[src/rtl/tdc_silo_pkg.sv]
package tdc_silo_pkg;

  typedef enum logic {
    ST_IDLE = 1'b0,
    ST_SEND = 1'b1
  } cap_state_t;

  function automatic int ceil_div(input int num, input int den);
    return (num + den - 1) / den;
  endfunction

endpackage

[src/rtl/tdc_edge_detect.sv]
module tdc_edge_detect (
  input  logic clk,
  input  logic rst,
  input  logic line_end_i,
  output logic rise_o
);

  logic cur_q;
  logic prev_q;

  always_ff @(posedge clk) begin
    if (rst) begin
      cur_q  <= 1'b0;
      prev_q <= 1'b0;
    end else begin
      cur_q  <= line_end_i;
      prev_q <= cur_q;
    end
  end

  assign rise_o = cur_q & ~prev_q;

  AST_SINGLE_RISE: assert property (@(posedge clk) disable iff (rst)
    rise_o |=> !rise_o);

endmodule

[src/rtl/tdc_silo_bank.sv]
module tdc_silo_bank #(
  parameter int TAPS   = 24,
  parameter int FLOORS = 3
) (
  input  logic                     clk,
  input  logic                     rst,
  input  logic [TAPS-1:0]          tap_i,
  output logic [TAPS*FLOORS-1:0]   flat_o
);

  logic [TAPS-1:0] level_q [FLOORS];

  always_ff @(posedge clk) begin
    if (rst) level_q[0] <= '0;
    else     level_q[0] <= tap_i;
  end

  for (genvar k = 1; k < FLOORS; k++) begin : g_level
    always_ff @(posedge clk) begin
      if (rst) level_q[k] <= '0;
      else     level_q[k] <= level_q[k-1];
    end
  end

  for (genvar k = 0; k < FLOORS; k++) begin : g_flat
    assign flat_o[k*TAPS +: TAPS] = level_q[k];
  end

endmodule

[src/rtl/tdc_stream_out.sv]
module tdc_stream_out
  import tdc_silo_pkg::*;
#(
  parameter int TAPS   = 24,
  parameter int FLOORS = 3,
  parameter int CNT_W  = 16,
  parameter int WORD_W = 16,
  parameter int DROP_W = 8
) (
  input  logic                   clk,
  input  logic                   rst,
  input  logic                   event_i,
  input  logic [CNT_W-1:0]       stamp_i,
  input  logic [TAPS*FLOORS-1:0] silo_i,
  input  logic                   fifo_full_i,
  output logic                   fifo_wr_o,
  output logic [WORD_W-1:0]      fifo_data_o,
  output logic [DROP_W-1:0]      drop_count_o
);

  localparam int SILO_BITS   = TAPS * FLOORS;
  localparam int STAMP_WORDS = ceil_div(CNT_W, WORD_W);
  localparam int SILO_WORDS  = ceil_div(SILO_BITS, WORD_W);
  localparam int TOTAL_WORDS = STAMP_WORDS + SILO_WORDS;
  localparam int TOTAL_BITS  = TOTAL_WORDS * WORD_W;
  localparam int SILO_LSB    = STAMP_WORDS * WORD_W;
  localparam int IDX_W       = $clog2(TOTAL_WORDS + 1);
  localparam logic [IDX_W-1:0] LAST_IDX = IDX_W'(TOTAL_WORDS - 1);

  cap_state_t            state_q;
  logic [TOTAL_BITS-1:0] frame_c;
  logic [TOTAL_BITS-1:0] hold_q;
  logic [IDX_W-1:0]      idx_q;
  logic [DROP_W-1:0]     drop_q;
  logic                  send_c;

  always_comb begin
    frame_c = '0;
    frame_c[CNT_W-1:0] = stamp_i;
    frame_c[SILO_LSB +: SILO_BITS] = silo_i;
  end

  assign send_c = (state_q == ST_SEND) && !fifo_full_i;

  always_ff @(posedge clk) begin
    if (rst) begin
      state_q <= ST_IDLE;
      hold_q  <= '0;
      idx_q   <= '0;
    end else begin
      case (state_q)
        ST_IDLE: begin
          if (event_i) begin
            hold_q  <= frame_c;
            idx_q   <= '0;
            state_q <= ST_SEND;
          end
        end
        ST_SEND: begin
          if (send_c) begin
            hold_q <= hold_q >> WORD_W;
            if (idx_q == LAST_IDX) state_q <= ST_IDLE;
            else                   idx_q   <= idx_q + 1'b1;
          end
        end
        default: state_q <= ST_IDLE;
      endcase
    end
  end

  always_ff @(posedge clk) begin
    if (rst) begin
      drop_q <= '0;
    end else if ((state_q == ST_SEND) && event_i && (drop_q != '1)) begin
      drop_q <= drop_q + 1'b1;
    end
  end

  assign fifo_wr_o    = send_c;
  assign fifo_data_o  = hold_q[WORD_W-1:0];
  assign drop_count_o = drop_q;

  AST_CAPTURE_START: assert property (@(posedge clk) disable iff (rst)
    (state_q == ST_IDLE && event_i) |=> (state_q == ST_SEND));

  AST_STALL_HOLD: assert property (@(posedge clk) disable iff (rst)
    (state_q == ST_SEND && fifo_full_i) |=> $stable(fifo_data_o));

  AST_FRAME_END: assert property (@(posedge clk) disable iff (rst)
    (fifo_wr_o && idx_q == LAST_IDX) |=> !fifo_wr_o);

  AST_DROP_MONO: assert property (@(posedge clk) disable iff (rst)
    drop_count_o >= $past(drop_count_o));

endmodule

[src/rtl/tdc_silo_capture.sv]
module tdc_silo_capture #(
  parameter int TAPS   = 24,
  parameter int FLOORS = 3,
  parameter int CNT_W  = 16,
  parameter int WORD_W = 16,
  parameter int DROP_W = 8
) (
  input  logic              clk,
  input  logic              rst,
  input  logic [TAPS-1:0]   tap_i,
  input  logic              last_tap_i,
  input  logic              fifo_full_i,
  output logic              fifo_wr_o,
  output logic [WORD_W-1:0] fifo_data_o,
  output logic [DROP_W-1:0] drop_count_o
);

  localparam int SILO_BITS = TAPS * FLOORS;

  logic [CNT_W-1:0]     coarse_q;
  logic [SILO_BITS-1:0] silo_flat;
  logic                 rise;

  always_ff @(posedge clk) begin
    if (rst) coarse_q <= '0;
    else     coarse_q <= coarse_q + 1'b1;
  end

  tdc_silo_bank #(
    .TAPS   (TAPS),
    .FLOORS (FLOORS)
  ) u_silo (
    .clk    (clk),
    .rst    (rst),
    .tap_i  (tap_i),
    .flat_o (silo_flat)
  );

  tdc_edge_detect u_edge (
    .clk        (clk),
    .rst        (rst),
    .line_end_i (last_tap_i),
    .rise_o     (rise)
  );

  tdc_stream_out #(
    .TAPS   (TAPS),
    .FLOORS (FLOORS),
    .CNT_W  (CNT_W),
    .WORD_W (WORD_W),
    .DROP_W (DROP_W)
  ) u_stream (
    .clk          (clk),
    .rst          (rst),
    .event_i      (rise),
    .stamp_i      (coarse_q),
    .silo_i       (silo_flat),
    .fifo_full_i  (fifo_full_i),
    .fifo_wr_o    (fifo_wr_o),
    .fifo_data_o  (fifo_data_o),
    .drop_count_o (drop_count_o)
  );

endmodule

[config.mk]
export PLATFORM = sky130hd
export DESIGN_NAME = tdc_silo_capture
export DESIGN_NICKNAME = d
export VERILOG_FILES = /design/src/rtl/tdc_silo_pkg.sv /design/src/rtl/tdc_edge_detect.sv /design/src/rtl/tdc_silo_bank.sv /design/src/rtl/tdc_stream_out.sv /design/src/rtl/tdc_silo_capture.sv
export SDC_FILE = /design/constraint.sdc
export NUM_CORES = 1
export LEC_CHECK = 0
export BUFFER_PORTS_ARGS = -buffer_cell sky130_fd_sc_hd__clkbuf_2
export CORE_MARGIN = 2
export CORE_UTILIZATION = 45
export DETAILED_ROUTE_END_ITERATION = 10
export GPL_TIMING_DRIVEN = 0
export HOLD_SLACK_MARGIN = 0.08
export PLACE_DENSITY = 0.66
export SYNTH_ARGS = -nofsm -noshare
export SYNTH_HDL_FRONTEND = slang
export SYNTH_SLANG_ARGS = --single-unit
[constraint.sdc]
create_clock -name clk -period 2.5 [get_ports clk]
set_input_delay 0.25 -clock clk [delete_from_list [all_inputs] [get_ports clk]]
set_output_delay 0.25 -clock clk [all_outputs]
set_load 0.02 [all_outputs]
-- After elaboration in Yosys (flattened, before gate mapping)
Memories as Yosys holds them, arrays and structs flattened.
Index checks and enable logic that the tools add are counted.
- $lt $le $gt $ge: 0
- eq/ne operators: 5
- multiplexer cells: 17
- multipliers: 0
- divide/modulo/power cells: 0
- $add $sub $neg: 3
- bitwise operators: 6
- shift operators: 0
- reductions and logical operators: 6
- operators with widths (operator ; number):
    $mux 96 ; 2
    $pmux 96 s2 ; 1
    $mux 24 ; 3
    $add 16x1->16 const B ; 1
    $mux 3 ; 3
    $add 8x1->8 const B ; 1
    $ne 8x8->1 const B ; 1
    $mux 1 ; 6
    $pmux 3 s2 ; 1
    $ne 2x2->1 const B ; 2
    $add 3x1->3 const B ; 1
    $eq 3x3->1 const B ; 1
    $logic_and 1x1->1 ; 3
    $or 1x1->1 ; 3
    $reduce_and 3->1 ; 1
    $ne 2x1->1 const B ; 1
    $not 1->1 ; 2
    $pmux 1 s2 ; 1
    $reduce_and 2->1 ; 1
    $and 1x1->1 ; 1
    $logic_not 1->1 ; 1
- output and inout port bits: 25
- word-level logic and storage cells: 45
- register bits: 126
- RAM bits: 72
- input bits: 28
- memory bits (read-only): 0
- memories kept: 1
- bits in latches: 0
- memory list (memory ; depth ; width ; read ports ; clocked after Yosys merged registers in ; write ports ; RTL line ; text):
    u_silo.level_q ; 3 ; 24 ; 3 ; 0 ; 3 ; tdc_silo_bank.sv:11 ; logic [TAPS-1:0] level_q [FLOORS];

-- Logic depth before layout (Yosys ltp)
- depth in word-level cells: 4
- mapped depth: 7
- depth with buffers taken out: 5

-- Cells and area by module
Synthesis repeated with hierarchy kept, for this count alone.
- cells, all modules: 701
- area, all modules: 7518.5 um^2
- by module, submodules not included (module ; area an instance (um^2) ; sequential area each (um^2) ; cells each ; times used):
    tdc_stream_out ; 4710.8 ; 2001.9 ; 463 ; 1
    tdc_silo_bank ; 1981.9 ; 1441.4 ; 152 ; 1
    tdc_silo_capture ; 764.5 ; 320.3 ; 81 ; 1
    tdc_edge_detect ; 61.3 ; 40.0 ; 5 ; 1

-- Worst setup path before layout
OpenSTA, ideal clock, no wires.
- path type: register to register
- start: reg u_stream.drop_q[0], in the netlist u_stream.drop_count_o[0]
- end: reg u_stream.drop_q[0], in the netlist u_stream.drop_count_o[0]
- arrival: 1.596 ns
- stages on the path, launching flop included: 6
- buffers on the path: 1
- setup slack: 0.783 ns
- period minus slack after synthesis: 1.717 ns
- required time: 2.379 ns
- library setup time: 0.121 ns
- cell sequence: dfxtp_1 > ha_1 > and4_1 > clkbuf_1 > a21oi_1 > mux2_2
- cells in the longest elaborated chain, start to end: 2
- elaborated cells on any way between the ends: 3
- classes of those cells: add/sub: 1; eq/ne: 1; reduce/logical: 1
- RTL lines (element ; RTL line ; text):
    start: declaration ; tdc_stream_out.sv:34 ; logic [DROP_W-1:0] drop_q;
    start signal: assignment ; tdc_stream_out.sv:75 ; drop_q <= drop_q + 1'b1;
    parallel branches: the longest is 2 deep, another holds $add 8x1->8 ; n/a ;
Several ways; the timed one is not identified.
A chain may end at the register's enable or synchronous reset.

-- Worst setup path after layout
- start: reg u_stream.state_q
- end: out fifo_wr_o
- cells in the longest elaborated chain, start to end: 1
- RTL lines (element ; RTL line ; text):
    start: declaration ; tdc_stream_out.sv:30 ; cap_state_t state_q;
    start signal: assignment ; tdc_stream_out.sv:47 ; state_q <= ST_IDLE;
    start signal: assignment ; tdc_stream_out.sv:56 ; state_q <= ST_SEND;
    start signal: assignment ; tdc_stream_out.sv:62 ; if (idx_q == LAST_IDX) state_q <= ST_IDLE;
    $logic_and 1x1->1 ; tdc_stream_out.sv:43 ; assign send_c = (state_q == ST_SEND) && !fifo_full_i;
    end: declaration ; tdc_silo_capture.sv:13 ; output logic fifo_wr_o,
Every way passes these cells.

==> impl_metrics.env <==
export IMPL_seq_power_share_pct=49.6
export IMPL_cts_tree="yes"
export IMPL_die_w_um=132
export IMPL_antenna_found_initial=0
export IMPL_layout_common_cells="dfxtp_1, nor2b_1, a211oi_1, mux2i_1, nor3_1"
export IMPL_intPower_w=0.00503
export IMPL_syn_inst=729
export IMPL_combinationalPowerShare_pct=10.5
export IMPL_max_freq_mhz=479
export IMPL_area_growth_pct=18.5
export IMPL_vias=5746
export IMPL_required_ns=2.25
export IMPL_status="complete, no violations"
export IMPL_start_kind="flop"
export IMPL_place_inst=996
export IMPL_slew_violations=0
export IMPL_met3_usage_pct=4.09
export IMPL_grt_pass1_vias=5674
export IMPL_met1_usage_pct=30.0
export IMPL_overflow=0
export IMPL_grt_max_degree=17
export IMPL_start_util_pct=46.2
export IMPL_crit_fanout=10
export IMPL_post_route_min_period_ns=2.09
export IMPL_drc=0
export IMPL_die_area_um2=17300
export IMPL_wl_per_cell_um=18.1
export IMPL_syn_area_per_cell_um2=10.1
export IMPL_power_density_nw_per_um2=767
export IMPL_synthArstFlopShare_pct=0
export IMPL_fin_skew_ns=0.0118
export IMPL_root_buffer="clkbuf_16"
export IMPL_final_common_cell="dfxtp_1"
export IMPL_gp_congestion=0.939
export IMPL_antennaDiodeCount=0
export IMPL_ys_seq_area_share_pct=51.9
export IMPL_grt_usage_pct=22.4
export IMPL_grt_busiest_layer="met2"
export IMPL_maxCapViolations=0
export IMPL_cts_resized=0
export IMPL_hold_viol=0
export IMPL_synth_flop_cell="dfxtp_1"
export IMPL_cts_inserted_buffers=17
export IMPL_synth_seq_cells=190
export IMPL_dpl_worst_slack_ns=0.644
export IMPL_rsz0062_at_grt="false"
export IMPL_nNetsFinal=856
export IMPL_pin_count=53
export IMPL_setup_violations_final=0
export IMPL_grt_use_met2_pct=35.6
export IMPL_critPathKind="flop to primary output"
export IMPL_setup_slack_ns=0.414
export IMPL_clock_path_buffers=2
export IMPL_synth_area_leaders="dfxtp_1, mux2i_1, a211oi_1"
export IMPL_synth_warnings=0
export IMPL_fin_cells=1052
export IMPL_switchingPower_w=0.00163
export IMPL_hpwl_um=13700
export IMPL_peakVddDrop_v=0.000490
export IMPL_cts_htree_levels=4
export IMPL_fin_tns_setup_ns=0
export IMPL_arrival_ns=1.84
export IMPL_routed_wl_um=19000
export IMPL_yosys_area_top_type="dfxtp_1"
export IMPL_clkTransAtPathRegs_ns=0.06
export IMPL_io_buffers=51
export IMPL_pwr_share_clk_pct=39.9
export IMPL_drt_first_pass_iters=5
export IMPL_die_h_um=132
export IMPL_syn_num_nets=761
export IMPL_slew_headroom_pct=54.8
export IMPL_drive_above_1_share_pct=17.1
export IMPL_p_sw_share_pct=24.5
export IMPL_ys_types=43
export IMPL_finalCritPeriodShare_pct=83.4
export IMPL_synth_top_area_share_pct=51.9
export IMPL_cts_hold_buf=25
export IMPL_clk_latency_ns=0.43
export IMPL_drt_first_iter_violations=422
export IMPL_synth_edff_count=0
export IMPL_syn_area_um2=7330
export IMPL_detail_route_antenna_nets=0
export IMPL_grt_pass1_wl_um=30100
export IMPL_postCtsSetupBuffers=0
export IMPL_routed_via_density=5.46
export IMPL_cts_num_sinks=190
export IMPL_hp_class="input port to flop"
export IMPL_p_leak_nw=3.20
export IMPL_core_um2=15900
export IMPL_worst_pin_slew_ns=0.678
export IMPL_placement_rows=46
export IMPL_end_kind="primary output"
[final timing paths]
check	startpoint	to	slack, ns	depth (start not counted)
setup / recovery	u_stream.state_q	fifo_wr_o	0.41	6
hold reg to reg	u_silo.level_q[2][10]	u_stream.hold_q[74]	0.43	2
hold / removal	fifo_full_i	u_stream.state_q	0.17	3
setup reg to reg	u_stream.state_q	u_stream.hold_q[51]	0.59	5
[cell families (layout without fill, tap and decap cells)]
group | after synthesis | count (layout) | synth area share [%]
AND/OR/NAND/NOR | 248 | 248 | 18.9
flip-flops | 190 | 190 | 51.9
AO/OA/AOI/OAI | 121 | 121 | 11.3
buffers and inverters | 83 | 190 | 5.89
multiplexers | 80 | 80 | 11.0
adder cells (fa/ha/maj) | 4 | 4 | 0.682
XOR/XNOR | 3 | 3 | 0.358
[per-layer routing]
layer | routed length [um] | vias to the layer above | part of all wire (%)
met5 | 0 | - | 0
met4 | 428 | 0 | 2.2
met3 | 1260 | 27 | 6.6
met2 | 8800 | 199 | 46
met1 | 8560 | 2748 | 45
li1 | - | 2772 | -
[cell usage after synthesis, drive strengths merged (2+ instances only)]
master  number
a211oi      75
a21oi       29
a311oi       2
a31oi        2
and2         2
and4         2
buf         51
clkbuf      26
dfxtp      190
ha           4
inv          6
mux2         7
mux2i       73
nand2       22
nand2b       4
nand3       23
nand4        5
nand4b       2
nor2        13
nor2b       82
nor3        73
nor4         4
o21ai        5
o31ai        5
or3          6
or4          4
xor2         2
[state kept, by name, indices dropped and copies added (netlist names)]
| name | cells |
|---|---|
| u_edge.prev_q | 1 |
| u_stream.drop_count_o | 8 |
| u_edge.cur_q | 1 |
| u_stream.hold_q | 88 |
| u_stream.state_q | 1 |
| u_stream.idx_q | 3 |
| u_silo.level_q | 72 |
| coarse_q | 16 |
[per-stage QoR]
stage	hold slack [ns]	instance area (um2)	total power, W	util [%]
global placement	0.422	7860	0.00400	49.5
CTS	0.152	8690	0.00668	54.7
detailed placement	0.429	7860	0.00403	49.5
finish	0.173	8690	0.00667	54.7
floorplan	0.378	7330	0.00380	-
global route	0.196	8690	0.00689	54.7
[power by group through the flow]
stage | sequential [W] | clock, W | combinational [W]
after detailed placement | 0.00337 | 0 | 0.000661
after global routing | 0.00332 | 0.00282 | 0.000762
after floorplan | 0.00332 | 0 | 0.000486
final | 0.00331 | 0.00266 | 0.000698
after global placement | 0.00336 | 0 | 0.000643
after CTS | 0.00330 | 0.00268 | 0.000694
[worst max-delay path, stage by stage, from the launching register on]
cell and delay [ns]:
dfxtp_1 0.32, buf_4 0.19, nand2b_1 0.07, buf_2 0.15
inv_2 0.19, buf_2 0.27, clkbuf_2 0.21
[cell type report]
type	count	area [um2]
fill	1450	7190
sequential	190	3800
multi-input combinational	456	3100
timing repair buffer	76	505
clock buffer	20	467
buffer	77	409
tap	216	270
clock inverter	11	116
inverter	6	22.5
(Power assumes the default switching activity.)
